--- config.mk ---
export PLATFORM = sky130hd
export DESIGN_NAME = cnt_irq_unit
export DESIGN_NICKNAME = d
export VERILOG_FILES = /design/src/rtl/cnt_irq_pkg.sv /design/src/rtl/cnt_prescaler.sv /design/src/rtl/cnt_down_ctr.sv /design/src/rtl/cnt_irq_flags.sv /design/src/rtl/cnt_irq_unit.sv
export SDC_FILE = /design/constraint.sdc
export NUM_CORES = 1
export LEC_CHECK = 0
export BUFFER_PORTS_ARGS = -buffer_cell sky130_fd_sc_hd__buf_2
export CAP_MARGIN = 40
export CORE_ASPECT_RATIO = 0.5
export CORE_MARGIN = 4
export CORE_UTILIZATION = 65
export CTS_BUF_LIST = sky130_fd_sc_hd__clkbuf_4 sky130_fd_sc_hd__clkbuf_8
export CTS_CLUSTER_DIAMETER = 200
export CTS_CLUSTER_SIZE = 20
export DETAILED_ROUTE_END_ITERATION = 10
export PLACE_DENSITY_LB_ADDON = 0.1
export SLEW_MARGIN = 20
export SYNTH_ARGS = -nofsm -noshare
export SYNTH_HDL_FRONTEND = slang
export SYNTH_SLANG_ARGS = --single-unit
--- constraint.sdc ---
create_clock -name clk_i -period 3 [get_ports clk_i]
set_input_delay 0.3 -clock clk_i [delete_from_list [all_inputs] [get_ports clk_i]]
set_output_delay 0.3 -clock clk_i [all_outputs]
set_load 0.01 [all_outputs]
--- src/rtl/cnt_irq_pkg.sv ---
package cnt_irq_pkg;
  localparam int CNT_W = 16;
  localparam int NCH   = 3;
  localparam int CH_PLAY = 0;
  localparam int CH_CAP  = 1;
  localparam int CH_TMR  = 2;

  localparam logic [3:0] A_CTRL   = 4'd6;
  localparam logic [3:0] A_FLAGS  = 4'd7;
  localparam logic [3:0] A_STATUS = 4'd8;
  localparam logic [3:0] A_CUR0   = 4'd9;

  typedef logic [CNT_W-1:0] cnt_t;
endpackage

--- src/rtl/cnt_prescaler.sv ---
module cnt_prescaler #(
  parameter int DIV = 4
) (
  input  logic clk_i,
  input  logic rst_ni,
  input  logic en_i,
  output logic tick_o
);
  localparam int CW = (DIV > 2) ? $clog2(DIV) : 1;
  localparam logic [CW-1:0] LAST = CW'(DIV - 1);

  logic [CW-1:0] div_q;

  always_ff @(posedge clk_i or negedge rst_ni) begin
    if (!rst_ni)            div_q <= '0;
    else if (!en_i)         div_q <= '0;
    else if (div_q == LAST) div_q <= '0;
    else                    div_q <= div_q + 1'b1;
  end

  assign tick_o = en_i && (div_q == LAST);

  a_r6_tick_spacing: assert property (@(posedge clk_i) disable iff (!rst_ni)
    tick_o |=> !tick_o);
endmodule

--- src/rtl/cnt_down_ctr.sv ---
module cnt_down_ctr
  import cnt_irq_pkg::*;
(
  input  logic clk_i,
  input  logic rst_ni,
  input  logic en_i,
  input  logic load_i,
  input  logic step_i,
  input  cnt_t base_i,
  output cnt_t cnt_o,
  output logic evt_o
);
  cnt_t cnt_q, cnt_nxt;
  logic adv;

  assign adv     = en_i && step_i && !load_i;
  assign cnt_nxt = (cnt_q == '0) ? base_i : cnt_q - 1'b1;

  always_ff @(posedge clk_i or negedge rst_ni) begin
    if (!rst_ni)     cnt_q <= '0;
    else if (load_i) cnt_q <= base_i;
    else if (adv)    cnt_q <= cnt_nxt;
  end

  assign evt_o = adv && (cnt_nxt == '0);
  assign cnt_o = cnt_q;

  a_r3_hold_when_off: assert property (@(posedge clk_i) disable iff (!rst_ni)
    (!en_i && !load_i) |=> $stable(cnt_q));
  a_r3_load_base: assert property (@(posedge clk_i) disable iff (!rst_ni)
    load_i |=> cnt_q == $past(base_i));
  a_r4_reload_at_zero: assert property (@(posedge clk_i) disable iff (!rst_ni)
    (en_i && step_i && !load_i && cnt_q == '0) |=> cnt_q == $past(base_i));
endmodule

--- src/rtl/cnt_irq_flags.sv ---
module cnt_irq_flags #(
  parameter int N = 3
) (
  input  logic         clk_i,
  input  logic         rst_ni,
  input  logic [N-1:0] evt_i,
  input  logic [N-1:0] clr_i,
  output logic [N-1:0] flags_o,
  output logic         irq_o
);
  logic [N-1:0] flags_q;

  for (genvar k = 0; k < N; k++) begin : g_flag
    always_ff @(posedge clk_i or negedge rst_ni) begin
      if (!rst_ni)       flags_q[k] <= 1'b0;
      else if (evt_i[k]) flags_q[k] <= 1'b1;  // set beats clear
      else if (clr_i[k]) flags_q[k] <= 1'b0;
    end

    a_r9_set_wins: assert property (@(posedge clk_i) disable iff (!rst_ni)
      evt_i[k] |=> flags_q[k]);
    a_r7_clear: assert property (@(posedge clk_i) disable iff (!rst_ni)
      (clr_i[k] && !evt_i[k]) |=> !flags_q[k]);
  end

  assign flags_o = flags_q;
  assign irq_o   = |flags_q;
endmodule

--- src/rtl/cnt_irq_unit.sv ---
module cnt_irq_unit
  import cnt_irq_pkg::*;
#(
  parameter int TICK_DIV = 4
) (
  input  logic       clk_i,
  input  logic       rst_ni,
  input  logic       wr_i,
  input  logic [3:0] addr_i,
  input  logic [7:0] wdata_i,
  output logic [7:0] rdata_o,
  input  logic       play_strobe_i,
  input  logic       cap_strobe_i,
  output logic       irq_o
);
  cnt_t           base_q [NCH];
  cnt_t           cur    [NCH];
  logic [NCH-1:0] ctrl_q, load, step, evt, clr, flags;
  logic           tick;

  // base bytes and enables
  always_ff @(posedge clk_i or negedge rst_ni) begin
    if (!rst_ni) begin
      for (int c = 0; c < NCH; c++) base_q[c] <= '0;
      ctrl_q <= '0;
    end else if (wr_i) begin
      for (int c = 0; c < NCH; c++) begin
        if (addr_i == 4'(2*c))   base_q[c][7:0]  <= wdata_i;
        if (addr_i == 4'(2*c+1)) base_q[c][15:8] <= wdata_i;
      end
      if (addr_i == A_CTRL) ctrl_q <= wdata_i[NCH-1:0];
    end
  end

  assign load = (wr_i && addr_i == A_CTRL) ? (wdata_i[NCH-1:0] & ~ctrl_q) : '0;

  always_comb begin
    clr = '0;
    if (wr_i && addr_i == A_FLAGS)  clr = ~wdata_i[NCH-1:0];
    if (wr_i && addr_i == A_STATUS) clr = '1;
  end

  cnt_prescaler #(.DIV(TICK_DIV)) u_presc (
    .clk_i (clk_i),
    .rst_ni(rst_ni),
    .en_i  (ctrl_q[CH_TMR]),
    .tick_o(tick)
  );

  assign step[CH_PLAY] = play_strobe_i;
  assign step[CH_CAP]  = cap_strobe_i;
  assign step[CH_TMR]  = tick;

  for (genvar c = 0; c < NCH; c++) begin : g_ctr
    cnt_down_ctr u_ctr (
      .clk_i (clk_i),
      .rst_ni(rst_ni),
      .en_i  (ctrl_q[c]),
      .load_i(load[c]),
      .step_i(step[c]),
      .base_i(base_q[c]),
      .cnt_o (cur[c]),
      .evt_o (evt[c])
    );
  end

  cnt_irq_flags #(.N(NCH)) u_flags (
    .clk_i  (clk_i),
    .rst_ni (rst_ni),
    .evt_i  (evt),
    .clr_i  (clr),
    .flags_o(flags),
    .irq_o  (irq_o)
  );

  always_comb begin
    rdata_o = '0;
    for (int c = 0; c < NCH; c++) begin
      if (addr_i == 4'(2*c))            rdata_o = base_q[c][7:0];
      if (addr_i == 4'(2*c+1))          rdata_o = base_q[c][15:8];
      if (addr_i == A_CUR0 + 4'(2*c))   rdata_o = cur[c][7:0];
      if (addr_i == A_CUR0 + 4'(2*c+1)) rdata_o = cur[c][15:8];
    end
    if (addr_i == A_CTRL)   rdata_o = 8'(ctrl_q);
    if (addr_i == A_FLAGS)  rdata_o = 8'(flags);
    if (addr_i == A_STATUS) rdata_o = {7'd0, irq_o};
  end

  a_r8_status_clears: assert property (@(posedge clk_i) disable iff (!rst_ni)
    (wr_i && addr_i == A_STATUS && evt == '0) |=> !irq_o);
  a_r3_single_load: assert property (@(posedge clk_i) disable iff (!rst_ni)
    (|load) |=> ((ctrl_q & $past(load)) == $past(load)));
endmodule

==> flow_summary_export.csv <==
group,metric,value,unit
run_status,run_status,"completed",
sta,hold_viol,0,
drt,route.antenna.remaining_nets,0,
sta,setup-violations-final,0,
power,power.leakage,3.16,nW
logic_synthesis,synth_cells,781,
floorplan,design.portCount,26,
floorplan,coreArea,10400,um^2
finish,finish.utilization,0.721,
logic_synthesis,asyncSetResetFlopFracSynth,1.00,
cts,worst_skew_pair.late_latency,380,ps
sta,rsz0062_at_grt,"no",
floorplan,die_h,81.7,um
logic_synthesis,post_synth_instance_area,7060,um^2
sta,worst_hold_slack,222,ps
setup_path,critical_path_arrival,2510,ps
logic_synthesis,synth_area_leaders,"sky130_fd_sc_hd__dfrtp_1 (37%), sky130_fd_sc_hd__mux2_2 (8.6%), sky130_fd_sc_hd__nand2_1 (3.7%)",
power,finalPower,6.59,mW
drt,drtIter0Drc,1062,
power,peakVddDrop,0.000489,V
floorplan,die_area,12700,um^2
finish,layout.cell_area.non_filler,7510,um^2
logic_synthesis,synth_compound_area_frac,0.220,
floorplan,die_x,155,um
logic_synthesis,post-synth-top-area-cell,"sky130_fd_sc_hd__dfrtp_1",
floorplan,num_rows,26,
sta,timing_worst_slew_pin_value,632,ps
placement,place.gp.congestion,1.04,
logic_synthesis,synth_top_flop_cell,"sky130_fd_sc_hd__dfrtp_1",
finish,layout_area_growth_over_synthesis,6.38,%
global_routing,grt_start_max_net_pins,43,
cts,clockRootBuffer,"sky130_fd_sc_hd__clkbuf_8",
cts,post_cts_resize_count,0,
placement,hpwlAfterDp,16800,um
sta,tns,0,ps
logic_synthesis,post_synth_most_frequent_cells,"sky130_fd_sc_hd__dfrtp_1 (104), sky130_fd_sc_hd__nand2_1 (70), sky130_fd_sc_hd__nor2_1 (60)",
drt,first_pass_iters,7,
finish,layout-drive-gt1-share,0.183,
power,power-per-cell-area,878,nW/um^2
cts,numClockSinks,104,
setup_path,critical_path.endpoint_type,"output pin",
setup_path,crit_path_start_kind,"flop",
sta,clock_skew,10.6,ps
cts,h-tree-depth,3,
drt,route.detailed.wl_per_inst,24.2,um
cts,cts_post_setup_buffers_inserted,0,
logic_synthesis,edff_count_synth,0,
logic_synthesis,synthXorXnorAreaFrac,0.0161,
cts,cts_buffers,9,
setup_path,timing.critical_path.required,2700,ps
logic_synthesis,largest_family_of_logic_cells_by_synthesized_area,"simple AND/OR/NAND/NOR gates",
sta,slew_headroom,0.568,
global_routing,grt.overflow.total,0,
cts,cts_tree,"built",
global_routing,groute.usage.overall,0.367,
finish,fin_nets,818,
global_routing,global_route_wire_length_before_repair,36000,um
logic_synthesis,post_synth_fa_ha_maj_area_fraction,0.0124,
logic_synthesis,synthSimpleGateAreaFrac,0.225,
cts,clk_pin_slew_worst_paths,100,ps
placement,portBuffers,25,
drt,drc_errors,0,
sta,timing.final.max_slew_violations,0,
logic_synthesis,postSynthAreaPerCell,9.04,um^2
setup_path,worst-setup-path-type,"reg -> out",
global_routing,initial_antenna_violation_count,0,
setup_path,crit_path_max_fanout,11,
drt,drt_wl_total,22700,um
logic_synthesis,netlist.area_leader.share,0.369,
sta,fin_crit,2810,ps
cts,max-clock-path-buffers,2,
logic_synthesis,synthMuxAreaShare,0.107,
logic_synthesis,synth.most_common_cell,"sky130_fd_sc_hd__dfrtp_1",
placement,place_area,7310,um^2
logic_synthesis,syn-num-nets,805,
drt,via_per_inst,7.26,
flow_run,cap_violations,0,
finish,diodes,0,
floorplan,floorplan.initialDensity,0.678,
logic_synthesis,synth.yosys.warnings,0,
logic_synthesis,portion_of_the_post_synthesis_area_used_by_sequential_elements,0.369,
logic_synthesis,yosys_register_bits,104,
hold_path,worstHoldPathType,"in -> reg",
global_routing,grt_pass1_vias,6404,
logic_synthesis,synth.distinct_cells,82,
sta,period_share,0.936,
drt,route.vias.total,6813,
sta,max_freq,356,MHz
-- sequential cells by signal, indices dropped and copies added, names as in the netlist --
| name | flops |
|---|---|
| base_q | 48 |
| g_ctr.u_ctr.cnt_o | 48 |
| ctrl_q | 3 |
| u_flags.flags_o | 3 |
| u_presc.div_q | 2 |
-- worst paths after layout --
path	slack, ps	depth (start not counted)	start	to
setup / recovery	190	7	g_ctr[0].u_ctr.cnt_o[4]$_DFFE_PN0P_	rdata_o[4]
hold reg to reg	450	1	u_presc.div_q[0]$_DFF_PN0_	u_presc.div_q[0]$_DFF_PN0_
setup reg to reg	520	6	g_ctr[2].u_ctr.cnt_o[7]$_DFFE_PN0P_	g_ctr[2].u_ctr.cnt_o[8]$_DFFE_PN0P_
hold / removal	220	3	cap_strobe_i	g_ctr[1].u_ctr.cnt_o[14]$_DFFE_PN0P_
max in group asynchronous	1720	4	rst_ni	base_q[27]$_DFFE_PN0P_
min in group asynchronous	370	2	rst_ni	g_ctr[2].u_ctr.cnt_o[1]$_DFFE_PN0P_
-- repair_timing --
action / in CTS / in global routing
setup endpoints to repair: 0 / 0
hold buffers: 1 / 0
hold endpoints to repair: 28 / 0
-- routing by layer --
layer | global-route usage | vias up | routed length (um)
met5 | 0 | - | 0
met4 | 0.134 | 0 | 808
met3 | 0.113 | 94 | 2990
met2 | 0.569 | 468 | 9820
met1 | 0.493 | 3240 | 9110
li1 | - | 3011 | -
-- cell families (layout without fill, tap and decap cells) --
kind of cell	count (synthesis)	count (layout)
XOR/XNOR	13	13
multiplexers	69	69
AND/OR/NAND/NOR	295	295
flip-flops	104	104
adder cells (fa/ha/maj)	7	7
AO/OA/AOI/OAI	219	219
buffers and inverters	74	92
-- placed cells by master, fill, tap and decap left out, types with 15 or more instances in the layout --
cell type and count:
sky130_fd_sc_hd__dfrtp_1 104, sky130_fd_sc_hd__o21ai_0 52, sky130_fd_sc_hd__mux2_2 54, sky130_fd_sc_hd__a221o_1 17
sky130_fd_sc_hd__inv_1 22, sky130_fd_sc_hd__buf_4 27, sky130_fd_sc_hd__mux2i_1 15, sky130_fd_sc_hd__nor4_1 26
sky130_fd_sc_hd__nor3_1 30, sky130_fd_sc_hd__a21oi_1 35, sky130_fd_sc_hd__nor2_1 60, sky130_fd_sc_hd__nand3_1 22
sky130_fd_sc_hd__buf_2 24, sky130_fd_sc_hd__nand2_1 70
-- where the power goes --
group	leakage, nW	internal [mW]	total (mW)	switching [mW]
combinational	1.76	1.32	2.91	1.60
sequential	1.31	1.84	2.80	0.956
clock	0.0875	0.337	0.880	0.544
-- worst max-delay path: stages (launching register included) --
cell and delay, ps:
sky130_fd_sc_hd__dfrtp_1 540, sky130_fd_sc_hd__mux2_2 340, sky130_fd_sc_hd__a221oi_1 260, sky130_fd_sc_hd__nor3_1 130, sky130_fd_sc_hd__a211oi_1 220, sky130_fd_sc_hd__o21ai_0 190, sky130_fd_sc_hd__a22o_1 310, sky130_fd_sc_hd__buf_2 150
-- stage by stage --
| step | worst slack (ps) | cells |
|---|---|---|
| 6_report | 191 | 939 |
| 5_1_grt | 114 | 939 |
| 4_1_cts | 213 | 939 |
| 3_5_place_dp | 478 | 922 |
| 3_3_place_gp | 448 | 920 |
| 2_1_floorplan | 826 | 781 |
-- cell type report --
type	instances	area, um^2
inverters	23	86.3
multi-input cells	603	4100
clock inverters	6	51.3
flip-flops and latches	104	2600
repair buffers	53	353
well taps	140	175
clock buffers	10	138
fillers	800	2900
Note: power is estimated with default switching activity, not from simulation.
